<file path="src/rtl/i2cm_pkg.sv">
package i2cm_pkg;
    typedef logic [7:0] byte_t;

    typedef enum logic [2:0] {
        ST_IDLE,
        ST_DEV,
        ST_WADR,
        ST_WDAT,
        ST_ACK,
        ST_RD,
        ST_RACK
    } st_e;
endpackage

</file>
<file path="src/rtl/i2cm_line_sync.sv">
module i2cm_line_sync #(
    parameter int STAGES = 2
) (
    input  logic clk,
    input  logic rst_n,
    input  logic scl_i,
    input  logic sda_i,
    output logic scl_lvl,
    output logic sda_lvl,
    output logic scl_rise,
    output logic scl_fall,
    output logic start_det,
    output logic stop_det
);
    logic [STAGES-1:0] scl_sr_q, sda_sr_q;
    logic              scl_p_q, sda_p_q;

    always_ff @(posedge clk or negedge rst_n) begin
        if (!rst_n) begin
            scl_sr_q <= '1;
            sda_sr_q <= '1;
            scl_p_q  <= 1'b1;
            sda_p_q  <= 1'b1;
        end else begin
            scl_sr_q[0] <= scl_i;
            sda_sr_q[0] <= sda_i;
            for (int i = 1; i < STAGES; i++) begin
                scl_sr_q[i] <= scl_sr_q[i-1];
                sda_sr_q[i] <= sda_sr_q[i-1];
            end
            scl_p_q <= scl_sr_q[STAGES-1];
            sda_p_q <= sda_sr_q[STAGES-1];
        end
    end

    assign scl_lvl   = scl_sr_q[STAGES-1];
    assign sda_lvl   = sda_sr_q[STAGES-1];
    assign scl_rise  = scl_lvl & ~scl_p_q;
    assign scl_fall  = ~scl_lvl & scl_p_q;
    assign start_det = scl_lvl & scl_p_q & sda_p_q & ~sda_lvl;
    assign stop_det  = scl_lvl & scl_p_q & ~sda_p_q & sda_lvl;
endmodule

</file>
<file path="src/rtl/i2cm_mem_array.sv">
module i2cm_mem_array
    import i2cm_pkg::*;
#(
    parameter int AW = 8
) (
    input  logic          clk,
    input  logic          rst_n,
    input  logic          we,
    input  logic [AW-1:0] waddr,
    input  byte_t         wdata,
    input  logic [AW-1:0] raddr,
    output byte_t         rdata
);
    localparam int DEPTH = 1 << AW;

    byte_t mem_q [DEPTH];

    always_ff @(posedge clk or negedge rst_n) begin
        if (!rst_n) begin
            for (int i = 0; i < DEPTH; i++) mem_q[i] <= '0;
        end else if (we) begin
            mem_q[waddr] <= wdata;
        end
    end

    assign rdata = mem_q[raddr];

    AST_WR_KNOWN: assert property (@(posedge clk) disable iff (!rst_n)
        we |-> !$isunknown({waddr, wdata}));
endmodule

</file>
<file path="src/rtl/i2c_serial_mem.sv">
module i2c_serial_mem
    import i2cm_pkg::*;
#(
    parameter logic [6:0] DEV_ADDR    = 7'h50,
    parameter int         ADDR_W      = 8,
    parameter int         SYNC_STAGES = 2
) (
    input  logic clk,
    input  logic rst_n,
    input  logic scl_i,
    input  logic sda_i,
    output logic sda_oe
);
    localparam int            AW  = ADDR_W;
    localparam logic [AW-1:0] ONE = AW'(1);

    typedef struct packed {
        st_e           st;
        st_e           ret;
        logic [3:0]    cnt;
        byte_t         shr;
        byte_t         tx;
        logic [AW-1:0] ptr;
        logic          oe;
    } ctl_t;

    ctl_t  ctl_d, ctl_q;
    logic  scl_lvl, sda_lvl, scl_rise, scl_fall, start_det, stop_det;
    logic  we_d;
    byte_t rdata;

    i2cm_line_sync #(.STAGES(SYNC_STAGES)) u_sync (
        .clk       (clk),
        .rst_n     (rst_n),
        .scl_i     (scl_i),
        .sda_i     (sda_i),
        .scl_lvl   (scl_lvl),
        .sda_lvl   (sda_lvl),
        .scl_rise  (scl_rise),
        .scl_fall  (scl_fall),
        .start_det (start_det),
        .stop_det  (stop_det)
    );

    i2cm_mem_array #(.AW(AW)) u_mem (
        .clk   (clk),
        .rst_n (rst_n),
        .we    (we_d),
        .waddr (ctl_q.ptr),
        .wdata (ctl_q.shr),
        .raddr (ctl_q.ptr),
        .rdata (rdata)
    );

    always_comb begin
        ctl_d = ctl_q;
        we_d  = 1'b0;
        if (stop_det) begin
            ctl_d.st = ST_IDLE;
        end else if (start_det) begin
            ctl_d.st  = ST_DEV;
            ctl_d.cnt = '0;
        end else begin
            case (ctl_q.st)
                ST_DEV, ST_WADR, ST_WDAT: begin
                    if (scl_rise) begin
                        ctl_d.shr = {ctl_q.shr[6:0], sda_lvl};
                        ctl_d.cnt = ctl_q.cnt + 4'd1;
                    end else if (scl_fall && ctl_q.cnt == 4'd8) begin
                        ctl_d.st  = ST_ACK;
                        ctl_d.cnt = '0;
                        if (ctl_q.st == ST_DEV) begin
                            if (ctl_q.shr[7:1] == DEV_ADDR)
                                ctl_d.ret = ctl_q.shr[0] ? ST_RD : ST_WADR;
                            else
                                ctl_d.st = ST_IDLE;
                        end else if (ctl_q.st == ST_WADR) begin
                            ctl_d.ptr = ctl_q.shr[AW-1:0];
                            ctl_d.ret = ST_WDAT;
                        end else begin
                            we_d      = 1'b1;
                            ctl_d.ptr = ctl_q.ptr + ONE;
                            ctl_d.ret = ST_WDAT;
                        end
                    end
                end
                ST_ACK: begin
                    if (scl_fall) begin
                        ctl_d.st  = ctl_q.ret;
                        ctl_d.cnt = '0;
                        if (ctl_q.ret == ST_RD) ctl_d.tx = rdata;
                    end
                end
                ST_RD: begin
                    if (scl_rise) begin
                        ctl_d.cnt = ctl_q.cnt + 4'd1;
                    end else if (scl_fall) begin
                        if (ctl_q.cnt == 4'd8) begin
                            ctl_d.st  = ST_RACK;
                            ctl_d.ptr = ctl_q.ptr + ONE;
                        end else begin
                            ctl_d.tx = {ctl_q.tx[6:0], 1'b0};
                        end
                    end
                end
                ST_RACK: begin
                    if (scl_rise) begin
                        ctl_d.shr[0] = sda_lvl;
                    end else if (scl_fall) begin
                        if (!ctl_q.shr[0]) begin
                            ctl_d.st  = ST_RD;
                            ctl_d.cnt = '0;
                            ctl_d.tx  = rdata;
                        end else begin
                            ctl_d.st = ST_IDLE;
                        end
                    end
                end
                default: ;
            endcase
        end
        ctl_d.oe = (ctl_d.st == ST_ACK) || (ctl_d.st == ST_RD && !ctl_d.tx[7]);
    end

    always_ff @(posedge clk or negedge rst_n) begin
        if (!rst_n) begin
            ctl_q     <= '0;
            ctl_q.st  <= ST_IDLE;
            ctl_q.ret <= ST_IDLE;
        end else begin
            ctl_q <= ctl_d;
        end
    end

    assign sda_oe = ctl_q.oe;

    AST_DEV_ACK: assert property (@(posedge clk) disable iff (!rst_n)
        (ctl_q.st == ST_DEV && scl_fall && ctl_q.cnt == 4'd8 && !start_det && !stop_det
         && ctl_q.shr[7:1] == DEV_ADDR) |=> sda_oe);
    AST_DEV_NOACK: assert property (@(posedge clk) disable iff (!rst_n)
        (ctl_q.st == ST_DEV && scl_fall && ctl_q.cnt == 4'd8 && !start_det && !stop_det
         && ctl_q.shr[7:1] != DEV_ADDR) |=> !sda_oe);
    AST_IDLE_QUIET: assert property (@(posedge clk) disable iff (!rst_n)
        (ctl_q.st == ST_IDLE && !start_det) |=> !sda_oe);
    AST_PTR_STEP: assert property (@(posedge clk) disable iff (!rst_n)
        !$stable(ctl_q.ptr) |-> (ctl_q.ptr == $past(ctl_q.ptr) + ONE) || $past(ctl_q.st == ST_WADR));
    AST_START_ABORT: assert property (@(posedge clk) disable iff (!rst_n)
        (start_det && !stop_det) |=> ctl_q.st == ST_DEV);
    AST_OE_SCL_LOW: assert property (@(posedge clk) disable iff (!rst_n)
        !$stable(sda_oe) |-> (!scl_lvl || $past(start_det || stop_det)));
endmodule

</file>
<file path="config.mk">
export PLATFORM = sky130hd
export DESIGN_NAME = i2c_serial_mem
export DESIGN_NICKNAME = d
export VERILOG_FILES = /design/src/rtl/i2cm_pkg.sv /design/src/rtl/i2cm_line_sync.sv /design/src/rtl/i2cm_mem_array.sv /design/src/rtl/i2c_serial_mem.sv
export SDC_FILE = /design/constraint.sdc
export NUM_CORES = 2
export LEC_CHECK = 0
export BUFFER_PORTS_ARGS = -buffer_cell sky130_fd_sc_hd__buf_2
export CAP_MARGIN = 20
export CORE_MARGIN = 2
export CORE_UTILIZATION = 45
export CTS_CLUSTER_DIAMETER = 150
export DETAILED_ROUTE_END_ITERATION = 16
export HOLD_SLACK_MARGIN = 0.05
export PLACE_DENSITY = 0.68
export SLEW_MARGIN = 20
export SYNTH_ARGS = -nofsm -noshare
export SYNTH_HDL_FRONTEND = slang
export SYNTH_HIERARCHICAL = 1
export SYNTH_SLANG_ARGS = --single-unit
</file>
<file path="constraint.sdc">
create_clock -name clk -period 3 [get_ports clk]
set_input_delay 0.6 -clock clk [delete_from_list [all_inputs] [get_ports clk]]
set_output_delay 0.6 -clock clk [all_outputs]
set_load 0.02 [all_outputs]
</file>
==> summary.md <==
| Metric | Value |
|---|---|
| Final weighted congestion in routability-driven placement | `0.905` |
| Clk_lat worst skew | `0.87 ns` |
| Critical Path Slowest Stage Cell | `dfrtp_4` |
| Fmax | `299 MHz` |
| Number of cell instances on the worst register-to-register path | `15` |
| Total of flip-flops plus latches after synthesis | `2,089` |
| Top flip-flop cell by instance count after synthesis | `dfrtp_1` |
| Number of standard-cell rows in the floorplan | `169` |
| Static power due to leakage | `53.4 nW` |
| Synth cell count leaders | `dfrtp_1, mux2_2, mux4_2` |
| All-Layer GR Usage | `0.244` |
| Clock Root Buffer | `clkbuf_16` |
| Pin count of the biggest net entering global routing | `212` |
| Violated checks | `setup timing` |
| Clock edge transition at the registers on the reported setup and hold paths | `0.06 ns` |
| Async set or reset register ratio after synthesis | `1.00` |
| Final period demand of the worst path | `3.35 ns` |
| Chain of cells forming the critical path | `buf_16, buf_16, buf_12, buf_4, mux4_2, a22oi_2, a21oi_2, a21oi_4, nor2_1, o22ai_2, buf_4, nor3_2, a22o_1, a32oi_2, o211a_1` |
| Count of antenna-violating nets left after detailed routing | `0` |
| Mean cell area of the mapped netlist | `15.2 um^2` |
| Initial core utilization | `0.452` |
| Clk buf depth | `3` |
| Width of the chip | `465 um` |
| Sum of negative setup slack | `-2.04 ns` |
| Largest vdd supply drop | `2.04 mV` |
| Post-Place Cell Area | `105,000 um^2` |
| Capturing element type of the critical path | `flop` |
| Arrival time at the worst endpoint | `4.15 ns` |
| Number of port buffers | `4` |
| Reg2Reg Launch Point | `ctl_q[1]$_DFFE_PN0P_` |
| Buf/Inv on CP | `5` |
| Share of synthesized area occupied by flip-flops and latches | `0.546` |
| Type of the worst min-delay path | `in2async` |
| Sum of net half-perimeters after detailed placement | `170 mm` |
| Setup slack after layout | `-0.349 ns` |
| Drt initial violations | `4,802` |
| Crit Path Max Fanout | `7` |
| Global-route wire length before repair | `403 mm` |
| Number of antenna violations at the first check in global routing | `5` |
| Cell with the most instances after synthesis | `dfrtp_1` |
| DR vias/cell | `5.92` |
| Die footprint | `216,000 um^2` |
| H-tree levels | `4` |
| Unrepaired setup endpoints after global routing | `yes` |
| Met3 Usage GRT | `0.0413` |
| Share of the cycle needed by the critical path after routing | `1.12` |
| Die span in y | `465 um` |
| Fraction of post-synthesis cell area in the top cell type by area | `0.545` |
| Data required time at the worst endpoint | `3.80 ns` |
| Max-slew headroom | `0.232` |
| Routed wire length per instance | `26.6 um` |
| Origin of the worst setup path | `ctl_q[1]$_DFFE_PN0P_` |
| Layout cells sized above 1 | `0.571` |
| Status | `finished, violations left` |
| Total iterations of the first detailed-routing run | `7` |
| Delay of the slowest critical-path stage | `0.52 ns` |
| Syn Std Cell Area | `95,700 um^2` |
| Vias in the first global route | `62,331` |
| Total number of cells along the worst setup path | `15` |
| Launching element type of the critical path | `flop` |
| Post-route DRC | `0` |
| Critical setup path kind | `reg2reg` |
| Pwr/cell area | `534 nW/um^2` |
| Number of sinks handled by clock tree synthesis | `2,089` |
| Count of endpoints failing hold in the final timing report | `0` |
| Number of buffers inserted during clock tree synthesis | `211` |
| Synth warnings | `6` |
| Worst-Margin Slew | `1.15 ns` |
| Clock tree from TritonCTS | `built` |
| Total via count after detailed routing | `58,453` |
| Distinct cells, synth | `86` |
| Core area | `212,000 um^2` |
| Max-cap check violation count | `0` |
| Count of mapped cells out of synthesis | `6,287` |
| Final standard cell area without fillers | `115,000 um^2` |
| Area growth syn-to-layout | `20.2%` |
| Met1 Track Usage GR | `0.340` |
| Clock Skew | `0.0343 ns` |
| Net count of the finished layout | `6,887` |
| Total Wirelength | `263 mm` |
| Final global-route overflow total | `0` |
| Cells taking the most area after synthesis | `dfrtp_1, mux2_2, mux4_2, mux2i_1, a22oi_1` |
| Pins Over Slew Limit | `0` |
| Family with the most delay on the worst path | `compound AO/OA/AOI/OAI gates` |
| Number of top-level design ports | `5` |
| Number of synthesized flops with an enable pin | `0` |
| Number of setup violations in the final report | `9` |
| Busiest layer in global routing | `met2` |
| GR Util met2 | `0.385` |
| Cell accounting for the most synthesized area | `dfrtp_1` |
| Net Count, Synth | `6,294` |
-- state kept, by name, indices dropped and copies added, names as in the netlist --
signal / flops
ctl_q: 34
u_sync/scl_sr_q: 2
sda_oe: 1
u_mem/mem_q: 2048
u_sync/sda_sr_q: 2
u_sync/sda_p_q: 1
u_sync/scl_p_q: 1
-- cell usage in the layout, fill, tap and decap left out, types with 9 or more instances in the layout --
cell and n:
a21oi_1 77, a21oi_2 37, a22o_1 18, a22oi_1 123, a22oi_2 45, buf_12 208
buf_16 13, buf_4 572, buf_6 36, bufinv_16 19, clkbuf_1 55, clkbuf_16 220
clkbuf_8 52, clkinv_2 34, dfrtp_1 2069, dfrtp_4 10, inv_1 12, mux2_2 2060
mux2i_1 150, mux4_2 443, nand2_1 166, nand2_2 11, nand2b_1 16, nand3_1 25
nor2_1 90, nor2_2 78, nor2_4 37, nor2b_1 20, nor3_1 18, nor3_2 10
nor4_2 9, o21ai_0 24, o21ai_1 20, o221ai_1 27, o22ai_1 24
-- worst paths after layout --
check | endpoint | slack (ns)
max | sda_oe$_DFF_PN0_ | -0.35
min | u_mem/mem_q[219]$_DFFE_PN0P_ | 0.29
max reg2reg | sda_oe$_DFF_PN0_ | -0.35
min reg2reg | u_sync/scl_sr_q[1]$_DFF_PN1_ | 0.36
max in group asynchronous | ctl_q[6]$_DFFE_PN0P_ | 1.47
min in group clk | u_sync/scl_sr_q[1]$_DFF_PN1_ | 0.36
-- metrics by stage --
step | hold WS (ns) | cells | utilization | power (mW) | setup WS [ns]
2_1_floorplan | 0.304 | 6287 | - | 31.9 | -0.0105
3_3_place_gp | 0.349 | 9411 | 0.498 | 34.5 | -0.700
3_5_place_dp | 0.347 | 9411 | 0.498 | 34.6 | -0.758
4_1_cts | 0.248 | 9845 | 0.538 | 61.9 | -0.265
5_1_grt | 0.279 | 9878 | 0.543 | 63.6 | -0.379
6_report | 0.290 | 9878 | 0.543 | 61.4 | -0.349
-- cell families after synthesis --
logic type                 after synthesis  synth area share
and+or+nand+nor                        575            0.0291
muxes                                 2657             0.363
buffers and inverters                  486            0.0265
AOI/OAI and AO/OA                      476            0.0346
adders and majority gates                3          0.000392
xor gates and xnor gates                 1         0.0000916
DFF                                   2089             0.546
-- routing by layer --
layer  vias to the layer above  part of all wire
met5                         -           0.00014
met4                         6             0.037
met3                       479             0.058
met2                      1568              0.47
met1                     31688              0.43
li1                      24712                 -
-- timing repair --
| item | 4_1_cts | 5_1_grt |
|---|---|---|
| pin swaps | 34 | 58 |
| gates resized for setup | 162 | 157 |
| gates cloned | 7 | 6 |
| endpoints found under the hold margin | 222 | 0 |
| hold buffers | 3 | 0 |
| setup buffers | 36 | 30 |
| setup endpoints to repair | 943 | 1361 |
-- final cells by class --
cell class              instances  area (um^2)
fillers                     16640        96700
flip-flops and latches       2089        52300
multi-input cells            3712        42200
repair buffers                852         9630
clock buffers                 321         6280
well taps                    2821         3530
clock inverters                67          920
inverters                      14         52.6
diodes                          2         5.00
-- power by group --
group,leakage (nW),internal [mW],switching (mW)
Combinational,20.7,0.722,4.84
Sequential,29.1,28.3,0.341
Clock,3.55,16.0,11.2
Total,53.4,45.0,16.4
Power figures use the tool's default switching activity.
